### config.mk
export PLATFORM = sky130hd
export DESIGN_NAME = col_bypass_mult
export DESIGN_NICKNAME = d
export VERILOG_FILES = /design/src/rtl/cbm_pkg.sv /design/src/rtl/cbm_cell.sv /design/src/rtl/cbm_ripple.sv /design/src/rtl/cbm_stage.sv /design/src/rtl/cbm_array.sv /design/src/rtl/col_bypass_mult.sv
export SDC_FILE = /design/constraint.sdc
export NUM_CORES = 1
export LEC_CHECK = 0
export BUFFER_PORTS_ARGS = -buffer_cell sky130_fd_sc_hd__buf_4
export CAP_MARGIN = 20
export CORE_AREA = 2 2 39 41
export DETAILED_ROUTE_END_ITERATION = 10
export DIE_AREA = 0 0 41 43
export PLACE_DENSITY = 0.64
export SLEW_MARGIN = 20
export SYNTH_ARGS = -nofsm -noshare
export SYNTH_HDL_FRONTEND = slang
export SYNTH_SLANG_ARGS = --single-unit
### constraint.sdc
create_clock -name vclk -period 9.15
set_input_delay 0.915 -clock vclk [all_inputs]
set_output_delay 0.915 -clock vclk [all_outputs]
set_load 0.05 [all_outputs]
### src/rtl/cbm_pkg.sv
package cbm_pkg;

    typedef struct packed {
        logic s;
        logic c;
    } fa_res_t;

    function automatic fa_res_t full_add(input logic x, input logic y, input logic z);
        fa_res_t r;
        r.s = x ^ y ^ z;
        r.c = (x & y) | (x & z) | (y & z);
        return r;
    endfunction

endpackage

### src/rtl/cbm_cell.sv
module cbm_cell
    import cbm_pkg::*;
(
    input  logic sel,
    input  logic pp,
    input  logic s_up,
    input  logic c_up,
    output logic s_dn,
    output logic c_dn
);

    fa_res_t add_r;

    always_comb begin
        // inputs gated by the column's multiplicand bit
        add_r = full_add(pp & sel, s_up & sel, c_up & sel);
        s_dn  = sel ? add_r.s : s_up;
        c_dn  = add_r.c;
    end

endmodule

### src/rtl/cbm_ripple.sv
module cbm_ripple
    import cbm_pkg::*;
#(
    parameter int W = 3
) (
    input  logic [W-1:0] x,
    input  logic [W-1:0] y,
    output logic [W-1:0] sum,
    output logic         cout
);

    logic [W:0] rc;
    assign rc[0] = 1'b0;

    for (genvar j = 0; j < W; j++) begin : g_bit
        fa_res_t r;
        always_comb r = full_add(x[j], y[j], rc[j]);
        assign sum[j]  = r.s;
        assign rc[j+1] = r.c;
    end

    assign cout = rc[W];

endmodule

### src/rtl/cbm_stage.sv
module cbm_stage #(
    parameter int W  = 8,
    parameter bit EN = 1'b0
) (
    input  logic         clk,
    input  logic         rst_n,
    input  logic [W-1:0] d,
    output logic [W-1:0] q
);

    logic warm;

    always_ff @(posedge clk or negedge rst_n) begin
        if (!rst_n) warm <= 1'b0;
        else        warm <= 1'b1;
    end

    if (EN) begin : g_reg
        always_ff @(posedge clk or negedge rst_n) begin
            if (!rst_n) q <= '0;
            else        q <= d;
        end
    end else begin : g_pass
        assign q = d;
    end

    // a stage adds exactly one edge when enabled, none otherwise
    p_stage_delay_r6: assert property (@(posedge clk) disable iff (!rst_n)
        warm |-> (q == (EN ? $past(d) : d)));

endmodule

### src/rtl/cbm_array.sv
module cbm_array #(
    parameter int N = 4
) (
    input  logic           clk,
    input  logic           rst_n,
    input  logic [N-1:0]   a,
    input  logic [N-1:0]   b,
    output logic [2*N-1:0] prod
);

    localparam int ROWS  = N - 1;
    localparam int CELLS = N - 1;

    logic [CELLS-1:0] s_row [1:ROWS];
    logic [CELLS-1:0] c_row [1:ROWS];

    for (genvar r = 1; r <= ROWS; r++) begin : g_row
        for (genvar i = 0; i < CELLS; i++) begin : g_cell
            logic s_in, c_in;
            if (r == 1) begin : g_first
                assign s_in = a[i+1] & b[0];
                assign c_in = 1'b0;
            end else if (i == CELLS - 1) begin : g_edge
                assign s_in = a[N-1] & b[r-1];
                assign c_in = c_row[r-1][i];
            end else begin : g_mid
                assign s_in = s_row[r-1][i+1];
                assign c_in = c_row[r-1][i];
            end

            cbm_cell u_cell (
                .sel  (a[i]),
                .pp   (a[i] & b[r]),
                .s_up (s_in),
                .c_up (c_in),
                .s_dn (s_row[r][i]),
                .c_dn (c_row[r][i])
            );

            // a bypassed column carries nothing downward
            p_col_quiet_r4: assert property (@(posedge clk) disable iff (!rst_n)
                !a[i] |-> !c_row[r][i]);
        end
    end

    logic [CELLS-1:0] rx;
    logic [CELLS-1:0] rsum;
    logic             rcout;

    for (genvar j = 0; j < CELLS; j++) begin : g_rin
        if (j < CELLS - 1) begin : g_s
            assign rx[j] = s_row[ROWS][j+1];
        end else begin : g_top
            assign rx[j] = a[N-1] & b[N-1];
        end
    end

    cbm_ripple #(.W(CELLS)) u_ripple (
        .x    (rx),
        .y    (c_row[ROWS]),
        .sum  (rsum),
        .cout (rcout)
    );

    assign prod[0] = a[0] & b[0];
    for (genvar r = 1; r <= ROWS; r++) begin : g_low
        assign prod[r] = s_row[r][0];
    end
    assign prod[2*N-2:N] = rsum;
    assign prod[2*N-1]   = rcout;

endmodule

### src/rtl/col_bypass_mult.sv
module col_bypass_mult #(
    parameter int N       = 4,
    parameter bit IN_REG  = 1'b0,
    parameter bit OUT_REG = 1'b0
) (
    input  logic           clk,
    input  logic           rst_n,
    input  logic [N-1:0]   mcand,
    input  logic [N-1:0]   mplier,
    output logic [2*N-1:0] product
);

    localparam int PW = 2 * N;

    logic [PW-1:0] ops_q;
    logic [N-1:0]  op_a, op_b;
    logic [PW-1:0] arr_prod;

    cbm_stage #(.W(PW), .EN(IN_REG)) u_in_stage (
        .clk   (clk),
        .rst_n (rst_n),
        .d     ({mcand, mplier}),
        .q     (ops_q)
    );

    assign op_a = ops_q[PW-1:N];
    assign op_b = ops_q[N-1:0];

    cbm_array #(.N(N)) u_array (
        .clk   (clk),
        .rst_n (rst_n),
        .a     (op_a),
        .b     (op_b),
        .prod  (arr_prod)
    );

    cbm_stage #(.W(PW), .EN(OUT_REG)) u_out_stage (
        .clk   (clk),
        .rst_n (rst_n),
        .d     (arr_prod),
        .q     (product)
    );

    // grid output matches the arithmetic product
    p_exact_r1: assert property (@(posedge clk) disable iff (!rst_n)
        arr_prod == (PW'(op_a) * PW'(op_b)));

    // zero multiplicand yields zero
    p_zero_mcand_r2: assert property (@(posedge clk) disable iff (!rst_n)
        (op_a == '0) |-> (arr_prod == '0));

    // unit multiplicator passes the multiplicand
    p_unit_mplier_r5: assert property (@(posedge clk) disable iff (!rst_n)
        (op_b == N'(1)) |-> (arr_prod == PW'(op_a)));

endmodule

Word-level counts from Yosys, hierarchy flattened. Cells that the tools add are included.

Output and inout bits: 8. Bits in registers: 0.

Muxes and demuxes: 9. Bitwise gates (word level): 104.

Operators by type and width (count): bitwise AND 1 bit (68); bitwise XOR 1 bit (20); OR 1 bit (16); 2-to-1 mux 1 bit (9).

Longest topological paths before layout. Gate-level depths: netlist of run 1.

Word-level depth: 19. Mapped depth: 14.

Cells and area by module. From an unflattened synthesis of run 1, not the netlist that was laid out.

Cell total of the unflattened synthesis: 87. Area, all modules: 820.8 sq um.

By module, submodules not included: cbm_cell (cells an instance 5, area an instance 57.6 sq um, times used 9); cbm_stage (cells an instance 8, area an instance 60.1 sq um, times used 2); cbm_array (cells an instance 18, area an instance 111.4 sq um, times used 1); cbm_ripple (cells an instance 8, area an instance 71.3 sq um, times used 1).

Worst setup path after synthesis of run 1. No wires, ideal clock.

Path kind: input port to output port. Start: input mcand[2]. End: output product[6]. Setup slack: 3.913 ns. Cell stages on the path: 13. Arrival: 4.322 ns. Required time: 8.235 ns. Cell sequence: buf_2 > and2_1 > ha_1 > and2_1 > fa_1 > nand2_1 > o21ai_0 > and2_1 > fa_1 > mux2_2 > ha_1 > fa_1 > fa_1.

Cells in the longest elaborated chain, start to end: 17.

RTL lines: start, declared (line col_bypass_mult.sv:8) `input logic [N-1:0] mcand,`; bitwise AND 1 bit (on tied branches) (line cbm_array.sv:33, cbm_array.sv:21); bitwise AND 1 bit (line cbm_cell.sv:16) `add_r = full_add(pp & sel, s_up & sel, c_up & sel);`; bitwise XOR 1 bit (line cbm_pkg.sv:10) `r.s = x ^ y ^ z;`; 2-to-1 mux 1 bit (line cbm_cell.sv:17) `s_dn = sel ? add_r.s : s_up;`; bitwise AND 1 bit (line cbm_cell.sv:16); bitwise XOR 1 bit or bitwise AND 1 bit (tied branches) (line cbm_pkg.sv:10, cbm_pkg.sv:11); bitwise XOR 1 bit or OR 1 bit (tied branches) (line cbm_pkg.sv:10, cbm_pkg.sv:11); 2-to-1 mux 1 bit or OR 1 bit (tied branches) (line cbm_cell.sv:17, cbm_pkg.sv:11); bitwise AND 1 bit (line cbm_cell.sv:16); bitwise AND 1 bit (line cbm_pkg.sv:11) `r.c = (x & y) | (x & z) | (y & z);`; OR 1 bit (2 in a row) (line cbm_pkg.sv:11); bitwise AND 1 bit (2 in a row) (line cbm_pkg.sv:11); OR 1 bit (2 in a row) (line cbm_pkg.sv:11); bitwise XOR 1 bit * (line cbm_pkg.sv:10); end, declared (line col_bypass_mult.sv:10) `output logic [2*N-1:0] product`.

Every way passes the cells marked *; elsewhere a longest branch is shown, timed or not.

Final worst setup path of run 1. Ends and elaborated chain as after synthesis.

==> results by group, run 1 <==
Power
  • Clock share of power: 0%
  • Sw frac: 63.37%
  • PwrDens: just over 60 nW/um^2
  • Leak: approximately 0.32 nW
  • Comb power frac: 100.0%
  • Int Pwr: 0.01382 mW
  • Sequential share of power: 0%
  • Peak VDD IR: 28.26 uV
  • NetSw: 0.02390 mW

Layout
  • Final nets: between 90 and 100
  • Clock buf count: 0
  • Reg area: 0 um^2
  • Commonest cells after routing, fill and taps aside: buf_4, nand2_1, and2_1, fa_1, and3_1
  • Seq_cells: 0
  • Commonest non-fill, non-tap cell in the layout: buf_4
  • Share of layout cells above drive strength 1: 22.67%
  • Footprint of the multi-input gates: approximately 470 um^2
  • Syn-to-layout area delta: 18.18%
  • Filler Cell Count: around 150
  • Antenna cell count: 0

Clock network
  • Post-CTS sizing: 0
  • Post CTS Setup Buffer Count: 0
  • Hold_buf cts: 0

Critical path
  • Setup crit start kind: primary input
  • Crit Path Class: in -> out
  • Crit path from: mcand[2]
  • Crit end category: output pin
  • Most Frequent Cell on Critical Path: fa_1
  • Worst path max stage delay: 0.49 ns
  • Worst Path Arrival: around 4.3 ns
  • CP required: 8.24 ns
  • Crit-path cells: buf_4, and2_1, ha_1, and2_1, fa_1, nand2_1, o21ai_0, and2_1, fa_1, mux2_2, ha_1, fa_1, fa_1, buf_4
  • CP Max Fanout: 15
  • CP max stage cell: fa_1

Detailed routing
  • Routed via count: 440
  • Via-to-Cell Ratio: 4.835
  • DRT Pass-1 Iters: 2
  • Drt drc: 0
  • Detail Route Antenna Nets: 0
  • Starting DRC count in detailed routing: 3
  • Routed WL: 875 um
  • DR WL/cell: between 9 and 10 um

Min path
  • HP Start: mcand[0]
  • Worst hold path class: in -> out

Yosys
  • Post-synthesis sequential area ratio: 0%
  • Post-Synthesis Net Count: roughly 90
  • Yosys cell types: 19
  • Cells after Synth: 66
  • Mapped Avg Cell Area: 7.924 um^2
  • YS warnings: 0
  • Synthesized cell area: 523.0 um^2

Status
  • Status: completed

Floorplan
  • Die W: ~41 um
  • Initial Utilization: between 30% and 40%
  • I/O Pins: 18
  • # rows: 14
  • Die height: 43 um
  • Die area: 1763 um^2
  • Core Region: 1384 um^2

Placed design
  • Gpl congestion: 0.6855
  • HPWL Detailed: 762 um
  • I/O Buffers: 16
  • Setup WS pre-CTS: 3.867 ns

STA
  • Max-slew violations: 0
  • TNS Setup: 0 ns
  • Period utilization: roughly 57%
  • Slew Limit Headroom: 81.06%
  • Slew at the pin with the worst max-slew slack: 0.2811 ns
  • Hold Vio Cnt, Final: 0
  • Fmax: about 190 MHz
  • Setup WS post-layout: 3.890 ns
  • Unrepaired setup endpoints after global routing: false
  • Fin crit period: 5.260 ns
  • Endpoints failing setup: 0

Global route
  • All-Layer GR Usage: roughly an eighth
  • First-pass GRT wire length: roughly 1.6 mm
  • Largest net degree at the start of global routing: 16
  • Vias in the first global route: 389
  • Grt ovf: 0
  • Initial antenna violation count: 0

Job
  • Maxcap violations: 0
## synthesized netlist by cell type (all sizes together)
library cell	count	area (um^2)
mux2	1	11.26
ha	4	50.05
o21a	1	7.510
nand3	1	5.000
nand2	14	52.55
a22o	1	8.760
a21boi	1	7.510
and3	5	31.28
fa	8	160.2
buf	7	45.04
nand2b	1	6.260
mux2i	1	10.01
nor2b	2	12.51
and2	13	81.33
nand3b	2	15.01
inv	1	3.750
o21ai	3	15.01
## metal layers
layer  vias to the layer above  wire, um  global-route usage [%]
met2                        10       432                   20.63
li1                        229         -                       -
met3                         0        33                       0
met5                         -         0                       0
met4                         0         0                       0
met1                       201       410                   18.94
## worst max-delay path: cells and delay by family
family	cells	cell delay, ns
mux	1	0.27
fa+ha+maj	6	2.13
compound gates	1	0.10
simple gates	4	0.56
buf+inv	2	0.34
## kinds of logic (layout without fill, tap and decap cells)
group | count (synthesis) | count (layout) | synth area share (%)
muxes | 2 | 2 | 4.067
AOI/OAI and AO/OA | 6 | 6 | 7.417
and+or+nand+nor | 38 | 38 | 38.99
adders and majority gates | 12 | 12 | 40.19
buffers and inverters | 8 | 17 | 9.329
## final timing paths
check | end | slack (ns) | depth (start not counted)
hold / removal | product[1] | 2.24 | 3
setup / recovery | product[6] | 3.89 | 14
## power by group through the flow
stage               Combinational [mW]  Sequential, mW  Clock (mW)
detailed placement              0.0382               0           0
floorplan                       0.0299               0           0
CTS                             0.0384               0           0
global route                    0.0418               0           0
global placement                0.0374               0           0
finish                          0.0377               0           0
## layout make-up
| class | instances | share of cell area [%] |
|---|---|---|
| inverters | 1 | 0.6073 |
| multi-input cells | 58 | 76.72 |
| repair buffers | 16 | 19.43 |
| well taps | 16 | 3.239 |
## stage by stage
step | total power [mW] | std cells | hold slack (ns) | util, % | cell area (um^2)
6_report | 0.03772 | 91 | 2.242 | 44.67 | 618.1
5_1_grt | 0.04181 | 91 | 2.278 | 44.67 | 618.1
4_1_cts | 0.03835 | 91 | 2.250 | 44.67 | 618.1
3_5_place_dp | 0.03819 | 91 | 2.250 | 44.67 | 618.1
3_3_place_gp | 0.03742 | 91 | 2.245 | 44.67 | 618.1
2_1_floorplan | 0.02993 | 66 | 2.096 | - | 523.0
No activity file was read; power rests on OpenSTA's default activity.
==> run 2, diff against run 1 <==
==> constraint.sdc (replaced) <==
create_clock -name vclk -period 4.88
set_input_delay 0.488 -clock vclk [all_inputs]
set_output_delay 0.488 -clock vclk [all_outputs]
set_load 0.05 [all_outputs]
==> results by group, run 2 (synthesis results as in run 1) <==
Status
  • Status: completed

Critical path
  • Crit path from: mcand[2]
  • Crit Path Class: in -> out
  • CP max stage cell: fa_1
  • Worst path max stage delay: 0.48 ns
  • CP required: 4.39 ns
  • CP Max Fanout: 15
  • WP buf/inv: 2
  • Setup crit start kind: primary input
  • Worst Path Arrival: between 3 and 4 ns
  • Most Frequent Cell on Critical Path: fa_1
  • Cell family with most CP delay: adder cells
  • Crit-path cells: buf_4, and2_1, ha_1, and2_1, fa_1, nand2_1, o21ai_0, and2_1, fa_1, mux2_2, ha_1, fa_1, fa_1, buf_4
  • Crit end category: output pin

Placed design
  • Gpl congestion: 0.6863
  • I/O Buffers: 16
  • HPWL Detailed: 746.8 um
  • Setup WS pre-CTS: between 0.4 and 0.5 ns

STA
  • Fin crit period: 4.389 ns
  • Hold Vio Cnt, Final: 0
  • Unrepaired setup endpoints after global routing: false
  • Max-slew violations: 0
  • Slew Limit Headroom: 82.24%
  • Endpoints failing setup: 0
  • Period utilization: 89.93%
  • TNS Setup: 0 ns
  • Fmax: ~230 MHz
  • Setup WS post-layout: about 0.49 ns
  • Slew at the pin with the worst max-slew slack: 0.2636 ns

Layout
  • Commonest cells after routing, fill and taps aside: buf_4, nand2_1, and2_1, fa_1, and3_1
  • Antenna cell count: 0
  • Reg area: 0 um^2
  • Final nets: 99
  • Share of layout cells above drive strength 1: approximately 23%
  • Clock buf count: 0
  • Syn-to-layout area delta: 18.18%
  • Seq_cells: 0
  • Filler Cell Count: 147
  • Commonest non-fill, non-tap cell in the layout: buf_4

Detailed routing
  • Drt drc: 0
  • DR WL/cell: 9.451 um
  • DRT Pass-1 Iters: 2
  • Routed via count: 434
  • Via-to-Cell Ratio: approximately 4.8
  • Routed WL: 860 um
  • Detail Route Antenna Nets: 0
  • Starting DRC count in detailed routing: 4

Global route
  • All-Layer GR Usage: 12.07%
  • Grt ovf: 0
  • Largest net degree at the start of global routing: 16
  • Vias in the first global route: 384
  • GRT met2 Usage: 19.69%
  • First-pass GRT wire length: 1.580 mm
  • Gr busiest metal: met2
  • Initial antenna violation count: 0
  • Met3 Track Usage GR: 0.5236%
  • Met1 usage: 18.27%

Min path
  • Worst hold path class: in -> out
  • HP Start: mcand[0]

Power
  • Leak: 0.3219 nW
  • Peak VDD IR: approximately 48 uV
  • PwrDens: 113.9 nW/um^2

Clock network
  • Post-CTS sizing: 0
  • Post CTS Setup Buffer Count: 0
  • Hold_buf cts: 0

Floorplan
  • Die W: 41 um
  • # rows: 14
  • Core Region: between 1000 and 1500 um^2
  • Initial Utilization: between 30 and 40%
  • Die area: 1763 um^2
  • Die height: around 43 um
  • I/O Pins: 18

Job
  • Maxcap violations: 0
-- run 2: cell counts in the layout (fill, tap and decap cells not counted) --
No cell type changed its count.
-- run 2: final timing paths --
path / end / slack, ns / depth (start not counted)
min: product[1] / 1.39 / 3
max: product[6] / 0.49 / 14
-- run 2: stage by stage --
stage	area [um^2]	cells	utilization (%)	total power, mW	hold slack, ns
6_report	618.1	91	44.67	0.07041	1.385
5_1_grt	618.1	91	44.67	0.07786	1.420
4_1_cts	618.1	91	44.67	0.07147	1.390
3_5_place_dp	618.1	91	44.67	0.07130	1.392
3_3_place_gp	618.1	91	44.67	0.07015	1.391
2_1_floorplan	523.0	66	-	0.05612	1.242
-- run 2: cell type report --
cell class	count	area, um^2	share of cell area [%]
Multi-Input combinational cell	58	474.2	76.72
Tap cell	16	20.02	3.239
Timing Repair Buffer	16	120.1	19.43
Inverter	1	3.754	0.6073
-- run 2: report_power, final --
group	internal, mW	leakage (nW)	switching [mW]
logic	0.0258	0.322	0.0446
registers	0	0	0
clock network	0	0	0
total	0.0258	0.322	0.0446
-- run 2: metal layers --
metal | up-vias | wire length [um]
met5 | - | 0
met4 | 0 | 0
met3 | 0 | 48
met2 | 10 | 404
met1 | 194 | 407
li1 | 230 | -
==> run 3, diff against run 2 <==
--- a/config.mk
+++ b/config.mk
@@ -5,13 +5,14 @@
 export SDC_FILE = /design/constraint.sdc
 export NUM_CORES = 1
 export LEC_CHECK = 0
-export BUFFER_PORTS_ARGS = -buffer_cell sky130_fd_sc_hd__buf_4
 export CAP_MARGIN = 20
 export CORE_AREA = 2 2 39 41
 export DETAILED_ROUTE_END_ITERATION = 10
 export DIE_AREA = 0 0 41 43
-export PLACE_DENSITY = 0.64
+export DONT_BUFFER_PORTS = 1
+export PLACE_DENSITY = 0.76
 export SLEW_MARGIN = 20
 export SYNTH_ARGS = -nofsm -noshare
 export SYNTH_HDL_FRONTEND = slang
+export SYNTH_HIERARCHICAL = 1
 export SYNTH_SLANG_ARGS = --single-unit
==> results by group, run 3 <==
Critical path
  • Crit Path Class: in -> out
  • Crit path from: mcand[3]
  • Worst Path Arrival: 4.23 ns
  • CP Max Fanout: 4
  • Crit end category: output pin
  • CP required: around 4.4 ns
  • Setup crit start kind: primary input

Min path
  • HP Start: mcand[0]
  • Worst hold path class: in -> out

Layout
  • Syn-to-layout area delta: -7.774%
  • Commonest non-fill, non-tap cell in the layout: and2_2
  • Final core utilization: 54.70%
  • Reg area: 0 um^2
  • Seq_cells: 0
  • Commonest cells after routing, fill and taps aside: and2_2, and2_1, mux2_4, fa_1
  • Antenna cell count: 0
  • Final nets: 98
  • Clock buf count: 0
  • Share of layout cells above drive strength 1: between 50% and 60%

Yosys
  • YS warnings: 6
  • Synth area leaders: fa_1, and2_2, mux2_4
  • Most common cell in the netlist: and2_2
  • Post-synth top area share: 26.83%
  • Cells after Synth: 87
  • Mapped Avg Cell Area: 9.434 um^2
  • Yosys top cell by area: fa_1
  • Synthesized cell area: around 820 um^2
  • Synth top cells by count: and2_2, buf_4, and2_1
  • Post-synthesis sequential area ratio: 0%
  • Yosys cell types: 8

Placed design
  • HPWL Detailed: 796.3 um
  • I/O Buffers: 0
  • Gpl congestion: 0.6625
  • Setup WS pre-CTS: 0.04984 ns

Floorplan
  • Core Region: 1384 um^2
  • I/O Pins: 18
  • Initial Utilization: 59.31%
  • Die area: around 1800 um^2
  • Die height: ~43 um
  • Die W: 41 um
  • # rows: 14

Global route
  • Largest net degree at the start of global routing: 17
  • Initial antenna violation count: 0
  • Vias in the first global route: 424
  • First-pass GRT wire length: 1.766 mm
  • All-Layer GR Usage: 13.68%
  • Grt ovf: 0

Job
  • Maxcap violations: 0

Detailed routing
  • Detail Route Antenna Nets: 0
  • DR WL/cell: 10.06 um
  • Routed via count: 439
  • DRT Pass-1 Iters: 2
  • Routed WL: 905 um
  • Via-to-Cell Ratio: 4.878
  • Starting DRC count in detailed routing: 2
  • Drt drc: 0

Power
  • Clock share of power: 0%
  • Int Pwr: 0.03252 mW
  • Comb power frac: 100.0%
  • PwrDens: 94.68 nW/um^2
  • Leak: 0.3718 nW
  • Sw frac: a little over half
  • Sequential share of power: 0%
  • NetSw: 0.03915 mW
  • Peak VDD IR: 35.61 uV

STA
  • Max-slew violations: 0
  • Fmax: between 200 and 250 MHz
  • TNS Setup: 0 ns
  • Setup WS post-layout: 0.1660 ns
  • Period utilization: 96.60%
  • Fin crit period: between 4 and 5 ns
  • Endpoints failing setup: 0
  • Hold Vio Cnt, Final: 0
  • Unrepaired setup endpoints after global routing: false

Status
  • Status: completed
==> run 3: cell types whose count changed after synthesis, moves of 2 or more <==
cell / change
and2_2: +27
nand2_1: -14
buf_4: +13
mux2_4: +9
and3_1: -5
inv_1: +4
and2_1: +3
buf_2: -3
fa_1: +3
ha_1: -3
nand3b_1: -2
nor2b_1: -2
o21ai_0: -2
==> run 3: logic make-up (layout without fill, tap and decap cells) <==
family                     Yosys count  in the layout  share of synthesized area, %
and+or+nand+nor                     43             43                         36.89
buffers and inverters               22              7                         17.84
adders and majority gates           12             12                         28.35
muxes                                9              9                         16.46
other                                1              3                        0.4569
==> run 3: stage by stage <==
stage	instances	area [um^2]	hold slack (ns)	total power [mW]
final	90	757.0	1.210	0.07167
after global routing	90	757.0	1.215	0.07905
after CTS	90	750.7	1.211	0.07219
after detailed placement	90	750.7	1.211	0.07209
after global placement	90	750.7	1.211	0.07020
after floorplan	89	834.6	1.348	0.08013
==> run 3: what timing repair did <==
action	4_1_cts	5_1_grt
hold buffers	0	0
buffers inserted	0	0
resized for setup	0	5
setup endpoints to repair	0	1
==> run 3: cell type report <==
class / instances / area, um^2
Inverter: 5 / 18.77
Fill cell: 132 / 626.9
Timing Repair Buffer: 2 / 27.53
Tap cell: 16 / 20.02
Multi-Input combinational cell: 67 / 690.7
==> run 3: worst paths after layout <==
path                     end  slack [ns]  cells past startpoint
setup / recovery  product[6]        0.17                     15
hold / removal    product[3]        1.21                      1
==> run 3: power groups by stage <==
stage	sequential [mW]	clock [mW]	combinational (mW)
2_1_floorplan	0	0	0.0801
3_3_place_gp	0	0	0.0702
3_5_place_dp	0	0	0.0721
4_1_cts	0	0	0.0722
5_1_grt	0	0	0.0790
6_report	0	0	0.0717
==> run 3: metal layers <==
| layer | up-vias | wire length, um | global-route usage [%] |
|---|---|---|---|
| met5 | - | 0 | 0 |
| met4 | 0 | 0 | 0 |
| met3 | 0 | 29 | 0.5236 |
| met2 | 8 | 472 | 22.81 |
| met1 | 210 | 403 | 20.20 |
| li1 | 221 | - | - |
==> run 3: worst max-delay path: stages <==
cell and delay, ns:
and2_1 0.14, and2_2 0.20, fa_1 0.45, mux2_4 0.28, and2_2 0.20, fa_1 0.44, mux2_4 0.27, and2_2 0.20
fa_2 0.35, ha_2 0.19, fa_2 0.33, inv_2 0.06, fa_1 0.42, inv_2 0.08, buf_12 0.13
